<file path="src/rtl/spg_pkg.sv">
package spg_pkg;
  typedef enum logic [2:0] {
    ENG_IDLE,
    ENG_LOW,
    ENG_HIGH,
    ENG_LATCH,
    ENG_GAP
  } eng_state_t;
endpackage

</file>
<file path="src/rtl/spg_serial_engine.sv">
module spg_serial_engine #(
  parameter int HALF      = 7,
  parameter int LE_HOLD   = 2,
  parameter int BYTE_W    = 8,
  parameter int NUM_BYTES = 3,
  localparam int WORD_W   = BYTE_W * NUM_BYTES
) (
  input  logic              clk,
  input  logic              rst,
  input  logic              go,
  input  logic [WORD_W-1:0] word,
  output logic              free,
  output logic              sclk,
  output logic              sdata,
  output logic              le
);
  import spg_pkg::*;

  localparam int CNT_W   = $clog2(2 * HALF + LE_HOLD + 1);
  localparam int BIT_W   = (BYTE_W > 1) ? $clog2(BYTE_W) : 1;
  localparam int BYTE_CW = (NUM_BYTES > 1) ? $clog2(NUM_BYTES) : 1;

  eng_state_t         state;
  logic [CNT_W-1:0]   cnt;
  logic [WORD_W-1:0]  shreg;
  logic [BIT_W-1:0]   bit_cnt;
  logic [BYTE_CW-1:0] byte_cnt;
  logic               half_end;
  logic               byte_end;
  logic               last_bit;

  assign half_end = (cnt == CNT_W'(HALF - 1));
  assign byte_end = (bit_cnt == BIT_W'(BYTE_W - 1));
  assign last_bit = byte_end && (byte_cnt == BYTE_CW'(NUM_BYTES - 1));
  assign free     = (state == ENG_IDLE) ||
                    ((state == ENG_GAP) && (cnt == CNT_W'(2 * HALF - 1)));

  always_ff @(posedge clk) begin
    if (rst) begin
      state    <= ENG_IDLE;
      cnt      <= '0;
      shreg    <= '0;
      bit_cnt  <= '0;
      byte_cnt <= '0;
      sclk     <= 1'b0;
      sdata    <= 1'b0;
      le       <= 1'b0;
    end else if (free && go) begin
      state    <= ENG_LOW;
      cnt      <= '0;
      shreg    <= word;
      bit_cnt  <= '0;
      byte_cnt <= '0;
      sclk     <= 1'b0;
      sdata    <= word[WORD_W-1];
      le       <= 1'b0;
    end else begin
      case (state)
        ENG_LOW: begin
          if (half_end) begin
            sclk  <= 1'b1;
            cnt   <= '0;
            state <= ENG_HIGH;
          end else begin
            cnt <= cnt + 1'b1;
          end
        end
        ENG_HIGH: begin
          if (half_end) begin
            sclk <= 1'b0;
            cnt  <= '0;
            if (last_bit) begin
              sdata <= 1'b0;
              le    <= 1'b1;
              state <= ENG_LATCH;
            end else begin
              shreg <= shreg << 1;
              sdata <= shreg[WORD_W-2];
              state <= ENG_LOW;
              if (byte_end) begin
                bit_cnt  <= '0;
                byte_cnt <= byte_cnt + 1'b1;
              end else begin
                bit_cnt <= bit_cnt + 1'b1;
              end
            end
          end else begin
            cnt <= cnt + 1'b1;
          end
        end
        ENG_LATCH: begin
          if (cnt == CNT_W'(LE_HOLD - 1)) begin
            le    <= 1'b0;
            cnt   <= '0;
            state <= ENG_GAP;
          end else begin
            cnt <= cnt + 1'b1;
          end
        end
        ENG_GAP: begin
          if (free) begin
            cnt   <= '0;
            state <= ENG_IDLE;
          end else begin
            cnt <= cnt + 1'b1;
          end
        end
        default: begin
          cnt   <= '0;
          state <= ENG_IDLE;
        end
      endcase
    end
  end
endmodule

</file>
<file path="src/rtl/spg_sequencer.sv">
module spg_sequencer #(
  parameter int WORD_W = 24
) (
  input  logic              clk,
  input  logic              rst,
  input  logic              start,
  input  logic              upd_req,
  input  logic [WORD_W-1:0] ref_word,
  input  logic [WORD_W-1:0] fb_word,
  input  logic [WORD_W-1:0] init_word,
  input  logic [WORD_W-1:0] upd_word,
  input  logic              eng_free,
  output logic              eng_go,
  output logic [WORD_W-1:0] eng_word,
  output logic              busy,
  output logic              ready,
  output logic              ce
);
  localparam int PU_WORDS = 3;

  logic [WORD_W-1:0] pu_words [PU_WORDS];
  logic [1:0]        seq_idx;
  logic [1:0]        nxt_idx;
  logic              seq_on;
  logic              take_start;
  logic              take_upd;
  logic              word_done;
  logic              seq_next;

  assign pu_words[0] = ref_word;
  assign pu_words[1] = fb_word;
  assign pu_words[2] = init_word;

  always_comb begin
    nxt_idx    = seq_idx + 2'd1;
    take_start = start && !busy;
    take_upd   = upd_req && !busy && !start;
    word_done  = busy && eng_free;
    seq_next   = word_done && seq_on && (seq_idx != 2'(PU_WORDS - 1));
    eng_go     = take_start || take_upd || seq_next;
    if (take_start)     eng_word = pu_words[0];
    else if (seq_next)  eng_word = pu_words[nxt_idx];
    else                eng_word = upd_word;
  end

  always_ff @(posedge clk) begin
    if (rst) begin
      busy    <= 1'b0;
      ready   <= 1'b0;
      ce      <= 1'b0;
      seq_on  <= 1'b0;
      seq_idx <= '0;
    end else if (take_start) begin
      ce      <= 1'b1;
      busy    <= 1'b1;
      ready   <= 1'b0;
      seq_on  <= 1'b1;
      seq_idx <= '0;
    end else if (take_upd) begin
      busy <= 1'b1;
    end else if (seq_next) begin
      seq_idx <= nxt_idx;
    end else if (word_done) begin
      busy <= 1'b0;
      if (seq_on) begin
        ready  <= 1'b1;
        seq_on <= 1'b0;
      end
    end
  end
endmodule

</file>
<file path="src/rtl/spg_sync.sv">
module spg_sync #(
  parameter int STAGES = 2
) (
  input  logic clk,
  input  logic rst,
  input  logic din,
  output logic dout
);
  logic [STAGES-1:0] chain;

  always_ff @(posedge clk) begin
    if (rst) chain <= '0;
    else     chain <= {chain[STAGES-2:0], din};
  end

  assign dout = chain[STAGES-1];
endmodule

</file>
<file path="src/rtl/synth_prog_seq.sv">
module synth_prog_seq #(
  parameter int SYS_MHZ      = 250,
  parameter int SCLK_MAX_MHZ = 20,
  parameter int HALF_DIV     = 7,
  parameter int LE_HOLD      = 2,
  parameter int BYTE_W       = 8,
  parameter int NUM_BYTES    = 3,
  parameter int SYNC_STAGES  = 2,
  localparam int WORD_W      = BYTE_W * NUM_BYTES,
  localparam int MIN_HALF    = (SYS_MHZ + 2 * SCLK_MAX_MHZ - 1) / (2 * SCLK_MAX_MHZ),
  localparam int EFF_HALF    = (HALF_DIV < MIN_HALF) ? MIN_HALF : HALF_DIV
) (
  input  logic              clk,
  input  logic              rst,
  input  logic              start,
  input  logic              upd_req,
  input  logic [WORD_W-1:0] ref_word,
  input  logic [WORD_W-1:0] fb_word,
  input  logic [WORD_W-1:0] init_word,
  input  logic [WORD_W-1:0] upd_word,
  input  logic              lock_in,
  output logic              sclk,
  output logic              sdata,
  output logic              le,
  output logic              ce,
  output logic              busy,
  output logic              ready,
  output logic              lock_flag
);
  logic              eng_free;
  logic              eng_go;
  logic [WORD_W-1:0] eng_word;

  spg_sequencer #(.WORD_W(WORD_W)) u_seq (
    .clk       (clk),
    .rst       (rst),
    .start     (start),
    .upd_req   (upd_req),
    .ref_word  (ref_word),
    .fb_word   (fb_word),
    .init_word (init_word),
    .upd_word  (upd_word),
    .eng_free  (eng_free),
    .eng_go    (eng_go),
    .eng_word  (eng_word),
    .busy      (busy),
    .ready     (ready),
    .ce        (ce)
  );

  spg_serial_engine #(
    .HALF      (EFF_HALF),
    .LE_HOLD   (LE_HOLD),
    .BYTE_W    (BYTE_W),
    .NUM_BYTES (NUM_BYTES)
  ) u_eng (
    .clk   (clk),
    .rst   (rst),
    .go    (eng_go),
    .word  (eng_word),
    .free  (eng_free),
    .sclk  (sclk),
    .sdata (sdata),
    .le    (le)
  );

  spg_sync #(.STAGES(SYNC_STAGES)) u_lock (
    .clk  (clk),
    .rst  (rst),
    .din  (lock_in),
    .dout (lock_flag)
  );
endmodule

</file>
<file path="config.mk">
export PLATFORM = sky130hd
export DESIGN_NAME = synth_prog_seq
export DESIGN_NICKNAME = d
export VERILOG_FILES = /design/src/rtl/spg_pkg.sv /design/src/rtl/spg_serial_engine.sv /design/src/rtl/spg_sequencer.sv /design/src/rtl/spg_sync.sv /design/src/rtl/synth_prog_seq.sv
export SDC_FILE = /design/constraint.sdc
export NUM_CORES = 1
export LEC_CHECK = 0
export BUFFER_PORTS_ARGS = -buffer_cell sky130_fd_sc_hd__buf_4
export CORE_AREA = 2 2 123 65
export DETAILED_ROUTE_END_ITERATION = 10
export DIE_AREA = 0 0 125 67
export HOLD_SLACK_MARGIN = 0.12
export PLACE_DENSITY = 0.74
export SLEW_MARGIN = 20
export SYNTH_ARGS = -nofsm -noshare
export SYNTH_HDL_FRONTEND = slang
export SYNTH_SLANG_ARGS = --single-unit
</file>
<file path="constraint.sdc">
create_clock -name clk -period 2.2 [get_ports clk]
set_input_delay 0.44 -clock clk [delete_from_list [all_inputs] [get_ports clk]]
set_output_delay 0.44 -clock clk [all_outputs]
set_load 0.1 [all_outputs]
</file>
; Word-level counts from Yosys, hierarchy flattened
; Index checks and enable logic that the tools add are counted.
[totals]
register_bits = 47
wordCells = 121
[classes]
n_eq_ne = 23
n_reduce_logical = 36
bitwise = 4
n_lt_le_gt_ge = 1
n_addsub = 4
mux = 38
[op_table]
columns = operator, n
row1 = two-way mux 24 bit, 4
row2 = two-way mux 23 bit, 4
row3 = binary-select mux 24 bit (select 2 bit), 1
row4 = AND reduction 4 bit, 5
row5 = two-way mux 1 bit, 16
row6 = two-way mux 3 bit, 5
row7 = two-way mux 5 bit, 3
row8 = one-hot mux 5 bit (3 select lines), 1
row9 = "inequality test 2 x 1 -> 1 bit, second input constant", 7
row10 = "inequality test 3 x 1 -> 1 bit, second input constant", 4
row11 = one-hot mux 3 bit (4 select lines), 1
row12 = AND reduction 3 bit, 4
row13 = nonzero test 2 bit, 5
row14 = logical AND 1 bit, 9
row15 = "equality test 3 x 2 -> 1 bit, second input constant", 2
row16 = "equality test 3 bit, second input constant", 2
row17 = AND reduction 2 bit, 3
row18 = OR reduction 2 bit, 3
row19 = "adder 5 x 1 -> 5 bit, second input constant", 1
row20 = "equality test 5 x 1 -> 1 bit, second input constant", 1
row21 = "equality test 5 x 3 -> 1 bit, second input constant", 1
row22 = "equality test 5 x 4 -> 1 bit, second input constant", 1
row23 = "adder 2 x 1 -> 2 bit, second input constant", 2
row24 = "inequality test 2 bit, second input constant", 2
row25 = other kinds (13), 19

; Depth between registers and ports, before layout
; Gate-level depths: netlist (run 1).
[depth]
depth_word = 10
ltp_mapped = 10
mapped_depth_nobuf = 7

; Modules after synthesis
; Synthesis (run 1) repeated with hierarchy kept, for this count alone.
[unflattened]
cells_unflattened = 399
area_unflattened_um2 = 3329.4
[by_module_without_submodules]
columns = mod, area_per_inst_um2, seq_area_each_um2, instances, cells_each
row1 = spg_serial_engine, 1834.3, 780.7, 1, 224
row2 = spg_sequencer, 1442.6, 120.1, 1, 171
row3 = spg_sync, 52.6, 40.0, 1, 4

; Worst setup path after synthesis (run 1)
; No wires, ideal clock.
[synth_timing]
path_kind = register to register
start = register u_seq.busy
end = register u_eng.shreg[2]
path_slack_ns = -0.448
synth_period_minus_slack_ns = 2.648
stages_incl_launch_ff = 8
arrival_ns = 2.561
t_required_ns = 2.113
cell_sequence = dfxtp_1 > buf_2 > nand3b_1 > a2111oi_4 > buf_6 > nor2_1 > a211o_1 > a221oi_2
[synth_between]
elab_chain_cells = 8
[synth_rtl]
columns = item, line
row1 = "start, declared", spg_sequencer.sv:15  ; output logic busy,
row2 = "start signal, assigned", spg_sequencer.sv:48  ; busy <= 1'b0;
row3 = "start signal, assigned", spg_sequencer.sv:55  ; busy <= 1'b1;
row4 = "start signal, assigned", spg_sequencer.sv:60  ; busy <= 1'b1;
row5 = zero test 1 bit, "spg_sequencer.sv:36, spg_sequencer.sv:37"
row6 = logical AND 1 bit (2 in a row), spg_sequencer.sv:37  ; take_upd = upd_req && !busy && !start;
row7 = logical OR 1 bit (2 in a row), spg_sequencer.sv:40  ; eng_go = take_start || take_upd || seq_next;
row8 = logical AND 1 bit, spg_serial_engine.sv:48  ; end else if (free && go) begin
row9 = inequality test 2 bit (no line) or nonzero test 2 bit (tied branches), -
row10 = AND reduction 3 bit (no line), -
row11 = "end signal, assigned", spg_serial_engine.sv:51  ; shreg <= word;
row12 = "end signal, assigned", spg_serial_engine.sv:77  ; shreg <= shreg << 1;
row13 = "end, declared", spg_serial_engine.sv:25  ; logic [WORD_W-1:0] shreg;
; Several ways; a longest one is shown, not always the timed one.
; A chain may end at the register's enable or synchronous reset.

; Worst setup path after layout (run 1)
[layout_timing]
start = register u_seq.seq_idx[0]
end = register u_eng.shreg[21]
[layout_between]
elab_chain_cells = 8
[layout_rtl]
columns = item, line
row1 = "start, declared", spg_sequencer.sv:22  ; logic [1:0] seq_idx;
row2 = "start signal, assigned", spg_sequencer.sv:62  ; seq_idx <= nxt_idx;
row3 = adder 2 x 1 -> 2 bit, spg_sequencer.sv:35  ; nxt_idx = seq_idx + 2'd1;
row4 = inverter 2 -> 3 bit (implied by the code), spg_sequencer.sv:42  ; else if (seq_next) eng_word = pu_words[nxt_idx];
row5 = binary-select mux 24 bit (select 2 bit), spg_sequencer.sv:42
row6 = two-way mux 24 bit (implied by the code) (2 in a row), spg_sequencer.sv:42
row7 = two-way mux 24 bit, spg_sequencer.sv:42
row8 = two-way mux 24 bit, spg_sequencer.sv:41  ; if (take_start) eng_word = pu_words[0];
row9 = two-way mux 23 bit, spg_serial_engine.sv:48
; Several ways; a longest one is shown, not always the timed one. The select of a mux whose other input is x is not followed.

==> flow_metrics.env, run 1 <==
export IMPL_maxCapViolCount=0
export IMPL_synthArstFlopShare_pct=0
export IMPL_grt_pass1_wl_um=13190
export IMPL_rr_worst_depth=9
export IMPL_die_h_um=67
export IMPL_startpoint="u_seq.seq_idx[0]"
export IMPL_start_util_pct=43.58
export IMPL_dp_cells=565
export IMPL_hold_viol_final=0
export IMPL_mostFrequentLayoutCells="buf_4, nor2_1, mux2i_1, dfxtp_1, nand2_1"
export IMPL_p_per_area_mw_per_mm2=701.1
export IMPL_worst_ep_required_time_ns=2.38
export IMPL_worst_slack_ns=0.09639
export IMPL_root_buffer="clkbuf_16"
export IMPL_syn2layout_area_growth_pct=40.53
export IMPL_finClkSkew_ns=0.004957
export IMPL_crit_family="compound AO/OA/AOI/OAI gates"
export IMPL_synthCells=378
export IMPL_hold_path_class="primary input to flop"
export IMPL_worst_path_buf_inv=3
export IMPL_path_cells="inv_2, ha_4, nand3b_1, a2111oi_4, buf_4, buf_8, mux2i_1, o211ai_1, o311a_1"
export IMPL_track_usage_pct=18.98
export IMPL_place_area_mm2=0.004121
export IMPL_drv_slew=0
export IMPL_regToRegSetupSlack_ns=0.1
export IMPL_drive_gt1_share_pct=32.85
export IMPL_place_ws_ns=0.09775
export IMPL_max_stage_delay_ns=0.41
export IMPL_yosysSeqAreaShare_pct=29.94
export IMPL_clk_pin_slew_ns=0.07
export IMPL_post_route_period_util_pct=95.62
export IMPL_grt_antenna_before_repair=0
export IMPL_grt_max_degree=37
export IMPL_drc=0
export IMPL_fmax_mhz=475.4
export IMPL_drtAntennaViolNets=0
export IMPL_setup_violations=0
export IMPL_drt_pre_antenna_iters=5
export IMPL_tns_ns=0
export IMPL_crit_end="u_eng.shreg[21]"
export IMPL_timing_rr_start="u_seq.seq_idx[0]"
export IMPL_startpoint_type="flop"
export IMPL_cts_tree="built"
export IMPL_vdd_drop_max_mv=0.3804
export IMPL_syn_nets=486
export IMPL_yosys_cell_types_count=49
export IMPL_ios=108
export IMPL_synth_flop_cell="dfxtp_1"
export IMPL_worstMarginPinSlew_ns=0.5627
export IMPL_vias=3163
export IMPL_synth_edf_count=0
export IMPL_cp_arrival_ns=2.28
export IMPL_hpwl_um=5801
export IMPL_die_area_mm2=0.008375
export IMPL_status="finished clean"
export IMPL_syn_area_mm2=0.003143
export IMPL_endpoint_kind="flop"
export IMPL_slew_headroom_pct=62.41
export IMPL_cts_hold_buf=0
export IMPL_drtIter0Drc=189
export IMPL_synth_seq_cells=47
export IMPL_ys_warnings_count=0
export IMPL_crit_type="flop to flop"
export IMPL_wl_per_cell_um=14.32
export IMPL_die_x_um=125
export IMPL_worstSkewPairLatency_ns=0.29
export IMPL_gr_total_overflow=0
export IMPL_nNetsFinal=591
export IMPL_reg2reg_to="u_eng.shreg[21]"
export IMPL_cp_depth=9
export IMPL_antenna_cells=0
export IMPL_cts_sinks=47
export IMPL_final_cell_area_mm2=0.004417
export IMPL_core_rowCount=22
export IMPL_htree_levels=2
export IMPL_place_gp_congestion=0.8109
export IMPL_viasPerCell=5.453
export IMPL_portBuffers=107
export IMPL_min_from="lock_in"
export IMPL_period_needed_ns=2.104
export IMPL_core_area_mm2=0.007212
export IMPL_final_common_cell="buf_4"
export IMPL_worst_path_max_fanout=16
export IMPL_clock_path_buffers=2
export IMPL_wirelength_um=8308
export IMPL_p_leak_nw=2.008
export IMPL_stdcell_count=580
export IMPL_syn_avg_cell_area_um2=8.315
export IMPL_grt_pass1_vias=2964
export IMPL_critical_path_slowest_cell="a2111oi_4"
export IMPL_cts_made_buffers=5
[stage by stage]
stage	total power [mW]	hold WS [ns]	utilization, %
floorplan	1.865	0.4138	-
global placement	2.223	0.4205	57.15
detailed placement	2.237	0.4228	57.15
CTS	3.046	0.3580	59.37
global route	3.274	0.3518	61.24
finish	3.097	0.3562	61.24
[cell type report]
| class | count | area, um^2 |
|---|---|---|
| clock buffers | 7 | 152.6 |
| fillers | 643 | 2795 |
| clock inverters | 1 | 7.507 |
| well taps | 96 | 120.1 |
| inverters | 5 | 18.77 |
| flip-flops and latches | 47 | 945.9 |
| repair buffers | 132 | 1082 |
| multi-input cells | 292 | 2090 |
[flip-flops by register name (all words and copies together), names as in the netlist]
signal          flops
u_seq.seq_on        1
u_eng.sdata         1
u_seq.seq_idx       2
u_eng.state         3
u_eng.byte_cnt      2
u_lock.chain        2
u_eng.le            1
u_eng.cnt           5
u_seq.busy          1
u_eng.sclk          1
u_seq.ce            1
u_eng.bit_cnt       3
u_eng.shreg        23
u_seq.ready         1
[logic make-up after synthesis]
family	Yosys count	synth area share [%]
AOI/OAI and AO/OA	105	26.91
buffers and inverters	39	5.295
adders and majority gates	7	2.786
DFF	47	29.94
and+or+nand+nor	129	19.03
xor gates and xnor gates	5	1.394
muxes	46	14.65
[cell usage after synthesis (all sizes together), types with 2 or more instances]
cell     number  area share (%)
nand2b        4            0.80
a2bb2oi       2            0.56
xnor2         3            0.84
nand2        26             3.1
nor3          8             1.3
o311a        16             5.1
o211ai       16             3.8
ha            7             2.8
nand3         5            0.80
inv           5            0.60
a21oi        24             3.8
a221oi        7             2.7
xor2          2            0.56
dfxtp        47              30
nand3b        2            0.48
a2111oi       2             1.2
a211o         7             2.0
clkbuf       22             2.6
buf          12             2.1
o2bb2ai      15             4.2
nand4         2            0.40
nor2         64             7.6
mux2i        46              15
o21ai         6            0.96
a311oi        2            0.56
nor2b         8             1.6
nand4b        2            0.76
[worst min-delay path by stage]
stage	to	slack, ns	cells after the start
floorplan	u_lock.chain[1]	0.41	1
global placement	u_lock.chain[1]	0.42	1
detailed placement	u_lock.chain[1]	0.42	1
CTS	u_lock.chain[0]	0.36	2
global route	u_lock.chain[0]	0.35	2
finish	u_lock.chain[0]	0.36	2
[power by group]
group | internal [mW] | switching [mW] | leakage (nW) | total (mW)
Combinational | 0.574 | 0.600 | 1.54 | 1.17
Sequential | 0.997 | 0.111 | 0.387 | 1.11
Clock | 0.484 | 0.332 | 0.0761 | 0.815
Total | 2.05 | 1.04 | 2.01 | 3.10
[repair_timing]
item | in CTS | in global routing
setup buffers | 0 | 5
endpoints found under the setup margin | 0 | 11
gates resized for setup | 0 | 8
[per-layer routing]
metal  routed length (um)  GRT usage, %  up-vias
li1                     -             -     1613
met2                 3982         34.17       65
met3                  334         3.614       10
met4                   94         5.278        0
met5                    0             0        -
met1                 3896         23.57     1475
(Power assumes the default switching activity.)
==> inputs of run 2 (changes only) <==
SETUP_SLACK_MARGIN = 0.5   (was unset)
==> run 2 against run 1 <==
Net effect: sequential power is essentially flat; critical endpoint is now u_eng.sdata; highest routed layer unchanged; design area is 4.7% higher; critical path type unchanged; non-clock buffer count rose by 7; total power rose by 4.9%; wire length grew 7.0%; count of clock-buffer cells in the layout unchanged; die area unchanged; clock power is 0.7% higher; combinational power increased by 12%; final cell count is 1.2% higher; via count up 1.4%; worst hold slack worse by 0.0011 ns.
==> flow_metrics.env, run 2 (synthesized netlist as in run 1, its figures left out) <==
export IMPL_status="finished clean"
export IMPL_multiInputGateArea_mm2=0.002167
export IMPL_period_needed_ns=1.966
export IMPL_vdd_drop_max_mv=0.3792
export IMPL_p_per_area_mw_per_mm2=702.2
export IMPL_cellInternalPower_mw=2.145
export IMPL_setup_violations=0
export IMPL_wl_per_cell_um=15.14
export IMPL_post_route_period_util_pct=89.36
export IMPL_antenna_cells=0
export IMPL_root_buffer="clkbuf_16"
export IMPL_largest_register="u_eng.shreg"
export IMPL_final_common_cell="buf_4"
export IMPL_reg2reg_to="u_eng.sdata"
export IMPL_p_leak_nw=2.115
export IMPL_place_ws_ns=0.07270
export IMPL_drtAntennaViolNets=0
export IMPL_start_util_pct=43.58
export IMPL_worst_path_buf_inv=3
export IMPL_gr_total_overflow=0
export IMPL_drt_pre_antenna_iters=4
export IMPL_worst_ep_required_time_ns=2.40
export IMPL_htree_levels=2
export IMPL_pwr_share_comb_pct=40.4
export IMPL_hold_path_class="primary input to flop"
export IMPL_worstSkewPairLatency_ns=0.30
export IMPL_viasPerCell=5.462
export IMPL_pwr_share_clk_pct=25.3
export IMPL_worstMarginPinSlew_ns=0.5399
export IMPL_cts_tree="built"
export IMPL_finClkSkew_ns=0.006074
export IMPL_grt_pass1_vias=2889
export IMPL_syn2layout_area_growth_pct=47.13
export IMPL_path_cells="inv_2, ha_4, nand3b_1, a2111oi_4, buf_6, buf_12, nor2_4, a211o_1, a311oi_1"
export IMPL_p_sw_share_pct=33.94
export IMPL_startpoint="u_seq.seq_idx[0]"
export IMPL_die_area_mm2=0.008375
export IMPL_crit_family="compound AO/OA/AOI/OAI gates"
export IMPL_startpoint_type="flop"
export IMPL_drc=0
export IMPL_regToRegSetupSlack_ns=0.23
export IMPL_max_stage_delay_ns=0.33
export IMPL_track_usage_pct=20.25
export IMPL_fillerInstances=596
export IMPL_grt_antenna_before_repair=0
export IMPL_min_from="lock_in"
export IMPL_top_regs="u_eng.shreg x23, u_eng.cnt x5"
export IMPL_place_gp_congestion=0.8008
export IMPL_rsz0062_at_grt="yes"
export IMPL_worst_path_max_fanout=8
export IMPL_rr_worst_depth=9
export IMPL_timing_rr_start="u_seq.seq_idx[0]"
export IMPL_register_area_um2=955.9
export IMPL_place_area_mm2=0.004123
export IMPL_grt_max_degree=37
export IMPL_critical_path_slowest_cell="dfxtp_2"
export IMPL_clk_pin_slew_ns=0.07
export IMPL_min_path_cells=2
export IMPL_clock_path_buffers=2
export IMPL_ios=108
export IMPL_endpoint_kind="flop"
export IMPL_maxCapViolCount=0
export IMPL_slew_headroom_pct=63.54
export IMPL_grt_pass1_wl_um=13790
export IMPL_drtIter0Drc=229
export IMPL_crit_type="flop to flop"
export IMPL_hold_path_end="u_lock.chain[0]"
export IMPL_tns_ns=0
export IMPL_core_rowCount=22
export IMPL_cts_sinks=47
export IMPL_die_x_um=125
export IMPL_hpwl_um=5736
export IMPL_hold_viol_final=0
export IMPL_mostFrequentLayoutCells="buf_4, nor2_1, mux2i_1"
export IMPL_fmax_mhz=508.7
export IMPL_worst_slack_ns=0.2342
export IMPL_core_area_mm2=0.007212
export IMPL_cts_hold_buf=0
export IMPL_drive_gt1_share_pct=37.88
export IMPL_cts_made_buffers=5
export IMPL_drv_slew=0
export IMPL_cp_arrival_ns=2.17
export IMPL_vias=3206
export IMPL_nNetsFinal=598
export IMPL_seqPwrFrac_pct=34.3
export IMPL_wirelength_um=8889
export IMPL_power_switching_mw=1.102
export IMPL_portBuffers=107
export IMPL_final_cell_area_mm2=0.004624
export IMPL_largest_reg_flops=23
export IMPL_die_h_um=67
run 2: worst max path at each step:
stage,to,slack (ns),depth (start not counted)
after floorplan,u_eng.shreg[2],0.08,9
after global placement,u_eng.shreg[19],0.13,8
after detailed placement,u_eng.shreg[1],0.07,8
after CTS,u_eng.shreg[10],0.22,10
after global routing,u_eng.sdata,0.14,9
final,u_eng.sdata,0.23,9
run 2: layout make-up:
cell class,instances,area share [%]
clock buffer,7,3.301
clock inverter,1,0.1623
inverter,5,0.4600
multi-input combinational,292,46.86
sequential,47,20.67
tap,96,2.597
timing repair buffer,139,25.95
run 2: power groups by stage:
stage	clock network, mW	logic (mW)	registers (mW)
2_1_floorplan	0	0.724	1.16
3_3_place_gp	0	1.10	1.12
3_5_place_dp	0	1.11	1.12
4_1_cts	0.831	1.22	1.11
5_1_grt	0.858	1.42	1.13
6_report	0.821	1.31	1.11
run 2: metal layers:
layer	routed length (um)	track usage, %	vias to the layer above
li1	-	-	1637
met1	4202	26.51	1499
met2	4226	34.10	59
met3	340	4.177	11
met4	120	5.972	0
met5	0	0	-
run 2: repair_timing:
item / CTS / global route
pin swaps: 7 / 10
resized for setup: 25 / 9
cloned: 3 / 1
setup buffers: 9 / 6
endpoints found under the setup margin: 41 / 41
run 2: through the flow:
stage	hold WS [ns]	util (%)	instances	power (mW)
finish	0.3551	64.12	587	3.247
global route	0.3669	64.12	587	3.404
CTS	0.3535	62.84	580	3.159
detailed placement	0.4292	57.17	560	2.236
global placement	0.4203	57.17	560	2.226
floorplan	0.4138	-	378	1.880
run 2: worst reg2reg max path, delay by kind of cell, from the launching register on:
kind / cells / cell delay (ns)
fa+ha+maj: 1 / 0.15
compound gates: 3 / 0.75
simple gates: 2 / 0.25
flops: 1 / 0.33
buf+inv: 3 / 0.40
